--- src/rtl/irq_source_pkg.sv ---
package irq_source_pkg;

    localparam int STAT_W = 6;
    localparam int SRC_N  = 3;

    typedef enum logic [1:0] {
        EG_OFF,
        EG_ARMED,
        EG_HELD
    } edge_state_e;

    // Which synchronised source feeds a status bit; -1 means none.
    function automatic int bit_source(input int b);
        case (b)
            0:       return 0;
            2:       return 1;
            5:       return 2;
            default: return -1;
        endcase
    endfunction

    function automatic bit source_is_edge(input int s);
        return (s != 1);
    endfunction

endpackage

--- src/rtl/irq_sync.sv ---
module irq_sync #(
    parameter int WIDTH  = 3,
    parameter int STAGES = 2
) (
    input  logic             clk,
    input  logic             rst_n,
    input  logic [WIDTH-1:0] async_in,
    output logic [WIDTH-1:0] sync_out
);

    logic [WIDTH-1:0] chain [STAGES];

    generate
        for (genvar g = 0; g < STAGES; g++) begin : g_stage
            if (g == 0) begin : g_first
                always_ff @(posedge clk) begin
                    if (!rst_n) chain[g] <= '0;
                    else        chain[g] <= async_in;
                end
            end else begin : g_next
                always_ff @(posedge clk) begin
                    if (!rst_n) chain[g] <= '0;
                    else        chain[g] <= chain[g-1];
                end
            end
        end
    endgenerate

    assign sync_out = chain[STAGES-1];

endmodule

--- src/rtl/irq_edge_latch.sv ---
module irq_edge_latch
    import irq_source_pkg::*;
(
    input  logic clk,
    input  logic rst_n,
    input  logic wr_en,
    input  logic wr_bit,
    input  logic rise,
    output logic pending
);

    edge_state_e state_q, state_d;

    always_ff @(posedge clk) begin
        if (!rst_n) state_q <= EG_OFF;
        else        state_q <= state_d;
    end

    always_comb begin
        state_d = state_q;
        unique case (state_q)
            EG_OFF: begin
                if (wr_en && wr_bit) state_d = EG_ARMED;           // enable
            end
            EG_ARMED: begin
                if (wr_en && !wr_bit) state_d = EG_OFF;            // disarm
                else if (rise)        state_d = EG_HELD;           // catch
            end
            EG_HELD: begin
                if (wr_en && !wr_bit) state_d = EG_OFF;            // acknowledge
            end
            default: state_d = EG_OFF;
        endcase
    end

    always_comb begin
        pending = (state_q == EG_HELD);
    end

endmodule

--- src/rtl/irq_source_reg.sv ---
module irq_source_reg
    import irq_source_pkg::*;
#(
    parameter int DATA_W      = 8,
    parameter int SYNC_STAGES = 2
) (
    input  logic              clk,
    input  logic              rst_n,
    input  logic              wr_en,
    input  logic              rd_en,
    input  logic [DATA_W-1:0] wdata,
    output logic [DATA_W-1:0] rdata,
    input  logic              ext_trig_in,
    input  logic              fifo_req_in,
    input  logic              timer1_in,
    output logic              irq
);

    localparam int PAD_W = DATA_W - STAT_W;

    logic [SRC_N-1:0]  src_raw;
    logic [SRC_N-1:0]  src_sync;
    logic [SRC_N-1:0]  src_prev;
    logic [SRC_N-1:0]  src_rise;
    logic [STAT_W-1:0] mask_q;
    logic [STAT_W-1:0] status;

    assign src_raw = {timer1_in, fifo_req_in, ext_trig_in};

    irq_sync #(
        .WIDTH  (SRC_N),
        .STAGES (SYNC_STAGES)
    ) i_sync (
        .clk      (clk),
        .rst_n    (rst_n),
        .async_in (src_raw),
        .sync_out (src_sync)
    );

    always_ff @(posedge clk) begin
        if (!rst_n) src_prev <= '0;
        else        src_prev <= src_sync;
    end

    assign src_rise = src_sync & ~src_prev;

    always_ff @(posedge clk) begin
        if (!rst_n)     mask_q <= '0;
        else if (wr_en) mask_q <= wdata[STAT_W-1:0];
    end

    generate
        for (genvar b = 0; b < STAT_W; b++) begin : g_bit
            localparam int SRC = bit_source(b);
            if (SRC < 0) begin : g_none
                assign status[b] = 1'b0;
            end else if (source_is_edge(SRC)) begin : g_edge
                irq_edge_latch i_latch (
                    .clk     (clk),
                    .rst_n   (rst_n),
                    .wr_en   (wr_en),
                    .wr_bit  (wdata[b]),
                    .rise    (src_rise[SRC]),
                    .pending (status[b])
                );
            end else begin : g_level
                assign status[b] = src_sync[SRC];
            end
        end
    endgenerate

    always_ff @(posedge clk) begin
        if (!rst_n)     rdata <= '0;
        else if (rd_en) rdata <= {{PAD_W{1'b0}}, status};
    end

    assign irq = |(status & mask_q);

endmodule

--- config.mk ---
export PLATFORM = sky130hd
export DESIGN_NAME = irq_source_reg
export DESIGN_NICKNAME = d
export VERILOG_FILES = /design/src/rtl/irq_source_pkg.sv /design/src/rtl/irq_sync.sv /design/src/rtl/irq_edge_latch.sv /design/src/rtl/irq_source_reg.sv
export SDC_FILE = /design/constraint.sdc
export NUM_CORES = 1
export LEC_CHECK = 0
export ABC_AREA = 1
export BUFFER_PORTS_ARGS = -buffer_cell sky130_fd_sc_hd__buf_2
export CORE_AREA = 2 2 50 43
export DETAILED_ROUTE_END_ITERATION = 6
export DIE_AREA = 0 0 52 45
export PLACE_DENSITY = 0.68
export SETUP_SLACK_MARGIN = 0.15
export SLEW_MARGIN = 10
export SYNTH_ARGS = -nofsm -noshare
export SYNTH_HDL_FRONTEND = slang
export SYNTH_SLANG_ARGS = --single-unit
--- constraint.sdc ---
create_clock -name clk -period 0.8 [get_ports clk]
set_input_delay 0.16 -clock clk [delete_from_list [all_inputs] [get_ports clk]]
set_output_delay 0.16 -clock clk [all_outputs]
set_load 0.03 [all_outputs]
### Word-level counts from Yosys, hierarchy flattened

Memories as Yosys holds them, arrays and structs flattened.
Cells that the tools add are included.

* register bits: 16
* memory bits (writable): 6
* word-level logic and storage cells: 46
* memories: 1

* equality and inequality tests: 10
* multiplexer cells: 14
* bitwise logic cells: 5
* reductions and logical operators: 11

Memories
* i_sync.chain: depth 2, width 3, rd ports 2, clocked after Yosys merged registers in 0, wr ports 2, RTL line irq_sync.sv:11 `logic [WIDTH-1:0] chain [STAGES];`

Operators with widths (number)
* $mux W2: 8
* $pmux W2 S3: 2
* $and A6 B6 Y6: 1
* $mux W3: 2
* $ne A3 B2 Y1 const B: 2
* $reduce_and A3 Y1: 2
* $reduce_or A6 Y1: 1
* $eq A2 B1 Y1 const B: 2
* $eq A2 B2 Y1 const B: 2
* $logic_and A1 B1 Y1: 4
* $logic_not A2 Y1: 2
* $ne A2 B1 Y1 const B: 2
* $ne A2 B2 Y1 const B: 2
* $and A3 B3 Y3: 1
* $not A3 Y3: 1
* $logic_not A1 Y1: 2
* $mux W1: 2
* $or A1 B1 Y1: 2

### Longest topological paths before layout

* word-level depth: 5
* gate-level depth with buffers: 4
* depth with buffers taken out: 4

### By module

From an unflattened synthesis, not the netlist that was laid out.

* cell total of the unflattened synthesis: 105
* area, all modules: 753.2 um^2

By module, submodules not included
* irq_source_reg: instances 1, cells an instance 57, area an instance 377.9 um^2, sequential area each 160.2 um^2
* irq_edge_latch: instances 2, cells an instance 15, area an instance 105.1 um^2, sequential area each 40.0 um^2
* irq_sync: instances 1, cells an instance 18, area an instance 165.2 um^2, sequential area each 120.1 um^2

### Worst setup path before layout

Ideal clock, no wire load.

* path kind: register -> output
* start point: reg g_bit[0].g_edge.i_latch.state_q[1]
* end point: out irq
* arrival time: 782 ps
* required time: 640 ps
* path slack: -142 ps
* cell stages (with the launch flop): 5
* path through: dfxtp_1 -> inv_1 -> nor2_2 -> nand2_1 -> nand3_1

* cells in the longest elaborated chain, start to end: 3

Ends and longest elaborated chain
* start: declaration: RTL line irq_edge_latch.sv:12 `edge_state_e state_q, state_d;`
* start signal: assignment: RTL line irq_edge_latch.sv:16 `else state_q <= state_d;`
* $eq A2 B2 Y1: RTL line irq_edge_latch.sv:37 `pending = (state_q == EG_HELD);`
* $and A6 B6 Y6: RTL line irq_source_reg.sv:77 `assign irq = |(status & mask_q);`
* $reduce_or A6 Y1: RTL line irq_source_reg.sv:77
* end: declaration: RTL line irq_source_reg.sv:16 `output logic irq`

Every way passes these cells.

### Final worst setup path

Ends and elaborated chain as after synthesis.

==> summary.md <==
| Metric | Value |
|---|---|
| Synth top area cells | `dfxtp_1 50%, inv_1 8.9%, nand2_1 8.9%` |
| Hold Vio Cnt, Final | `0` |
| # port buffers | `13` |
| CTS Buffer Depth | `2` |
| Crit start category | `flip-flop` |
| CP endpoint kind | `primary output` |
| Routed wire length | `around 1500 um` |
| Starting Density | `around 40%` |
| Post-CTS Hold Buffers | `0` |
| Crit Path Class | `flip-flop to primary output` |
| CTS root buf | `clkbuf_4` |
| Leakage Power | `around 0.52 nW` |
| Minimum clock period | `around 1200 ps` |
| Clock Latency Late Sink | `between 200 and 300 ps` |
| Syn-to-layout area delta | `39.93%` |
| Area of the multi-input gates | `roughly 290 um2` |
| WP data required | `640 ps` |
| Diode count | `0` |
| Dpl hpwl | `about 1100 um` |
| Syn Inst Count | `95` |
| Post-DRT Antenna Nets | `0` |
| Final worst-path setup slack | `-393.8 ps` |
| Fillcell total | `approximately 160` |
| Cell row count | `14` |
| Fin crit share | `149.2%` |
| DRC errors left | `0` |
| Status | `finished, violations left` |
| # IOs | `24` |
| Core Region | `approximately 1800 um2` |
| Fin Clk Skew | `between 0.3 and 0.4 ps` |
| 1st-iter DRT viols | `7` |
| Max-cap violations | `0` |
| Post-route cell area | `a little over 1000 um2` |
| R2R cell count | `7` |
| RD Place Congestion | `between 0.7 and 0.8` |
| Clock sink count | `18` |
| Fin nets | `around 140` |
| Die Area | `about 2300 um2` |
| Synth warn | `0` |
| Family with the most delay on the worst path | `flip-flops` |
| Most frequent cells in the layout | `15 x inv_1, 14 x nand2_1, 10 x nor2_1, 10 x buf_6` |
| Total CTS buffers | `3` |
| Inst Count DP | `136` |
| Commonest non-fill, non-tap cell in the layout | `inv_1` |
| Syn_area_per_cell | `roughly 7.6 um2` |
| Synth top area share | `between 50 and 60%` |
| PwrDens | `1751 nW/um2` |
| RSZ-0062 raised after global routing | `yes` |
| Final non-filler cell total | `between 100 and 150` |
| Critical path buffer and inverter count | `2` |
| Sequential cell area | `~370 um2` |
| Total number of vias | `between 600 and 700` |
| Initial antenna violation count | `0` |
| Fin util | `55.89%` |
| Die Ht | `about 45 um` |
| Hold path cells | `3` |
| DR pass1 iterations | `4` |
| Vias per inst | `about 4.4` |
| Worst-path fanout max | `2` |
| Fmax | `837.7 MHz` |
| Synth unique cells | `15` |
| Critical-path top delay cell | `dfxtp_2` |
| Largest net degree at the start of global routing | `14` |
| Total grt overflow | `0` |
| Arr. time, crit path | `1030 ps` |
| Total Power | `about 1.8 mW` |
| Sequential cell area fraction in the yosys report | `between 50% and 60%` |
| Fin. max-slew vios | `0` |
| Crit path cell chain | `inv_2 -> nor2_4 -> nand2_2 -> nand3_4 -> buf_6` |
| CTS tree | `yes` |
| Post-Place Cell Area | `between 800 and 900 um2` |
| Clk slew on worst S/H paths | `~100 ps` |
| GR Util All Layers | `around 15%` |
| Synth area leader | `dfxtp_1` |
| Worst path depth | `5` |
| Layout cells sized above 1 | `44.26%` |
| First-pass GRT wire length | `2504 um` |
| Post-synthesis instance area | `720.7 um2` |
| Vias in the first global route | `approximately 640` |
| Min-Delay Path Class | `input pin to flip-flop` |
| Wirelength per Cell | `10.08 um` |
| Failing checks | `setup timing` |
| Maximum VDD drop | `around 1.2 mV` |
| Largest stage delay on the critical path | `roughly 350 ps` |
| Die X-Extent | `52 um` |
| Setup Viol. Count Final | `8` |
| Number of synthesized register bits | `18` |
| H-tree Lvls | `1` |
[worst reg2reg max path, delay by kind of cell, from the launching register on]
family / cells / cell delay, ps
DFF: 1 / 360
and+or+nand+nor: 1 / 50
AOI/OAI and AO/OA: 2 / 170
buffers and inverters: 4 / 390
[what timing repair did]
item / in CTS / in global routing
pin swaps: 6 / 6
resized for setup: 20 / 8
setup buffers: 3 / 3
setup endpoints to repair: 12 / 12
[logic make-up after synthesis]
logic type	synth area share (%)
DFF	50.00
other	0.5203
AOI/OAI and AO/OA	9.027
and+or+nand+nor	22.74
buffers and inverters	17.71
[where the power goes]
group	total (mW)	switching (mW)	internal [mW]	leakage, nW
sequential	0.964	0.0247	0.939	0.152
combinational	0.247	0.142	0.105	0.346
clock	0.554	0.277	0.277	0.0210
[sequential cells by signal, indices dropped and copies added (netlist names)]
signal                        cells
i_sync.chain                      6
g_bit.g_edge.i_latch.state_q      4
mask_q                            3
rdata                             3
src_prev                          2
[through the flow]
stage | hold slack (ps) | setup slack, ps | setup TNS [ps]
6_report | 43.39 | -393.8 | -1344
5_1_grt | 44.40 | -463.7 | -1870
4_1_cts | 33.45 | -398.6 | -1188
3_5_place_dp | 346.1 | -181.8 | -358.1
3_3_place_gp | 339.8 | -157.7 | -245.1
2_1_floorplan | 257.6 | -31.08 | -31.08
[worst paths after layout]
kind / end / slack [ps] / from
worst min register to register: i_sync.chain[1][2] / 410 / i_sync.chain[0][2]
worst max-delay path: irq / -390 / g_bit[0].g_edge.i_latch.state_q[1]
worst min-delay path: i_sync.chain[0][2] / 40 / timer1_in
worst max register to register: g_bit[0].g_edge.i_latch.state_q[0] / -270 / g_bit[0].g_edge.i_latch.state_q[0]
[final cells by class]
| cell class | instances | share of cell area [%] |
|---|---|---|
| Tap cell | 24 | 2.978 |
| Clock buffer | 4 | 3.598 |
| Multi-Input combinational cell | 55 | 28.41 |
| Sequential cell | 18 | 37.10 |
| Inverter | 19 | 7.072 |
| Timing Repair Buffer | 26 | 20.84 |
[routing by layer]
layer | wire (um) | track usage, % | share of wire (%) | vias to the layer above
met2 | 717 | 24.56 | 49 | 21
met4 | 38 | 10.53 | 2.6 | 0
met5 | 0 | 0 | 0 | -
met1 | 637 | 15.98 | 43 | 285
met3 | 78 | 5.298 | 5.3 | 6
li1 | - | - | - | 329
[cell usage after synthesis, drive strengths merged]
master	instances
nand3	1
buf	7
nand4	4
o211ai	2
nor2	14
conb	1
o21ai	4
dfxtp	18
inv	19
a21oi	6
nand2	19
Note: power is estimated with default switching activity, not from simulation.
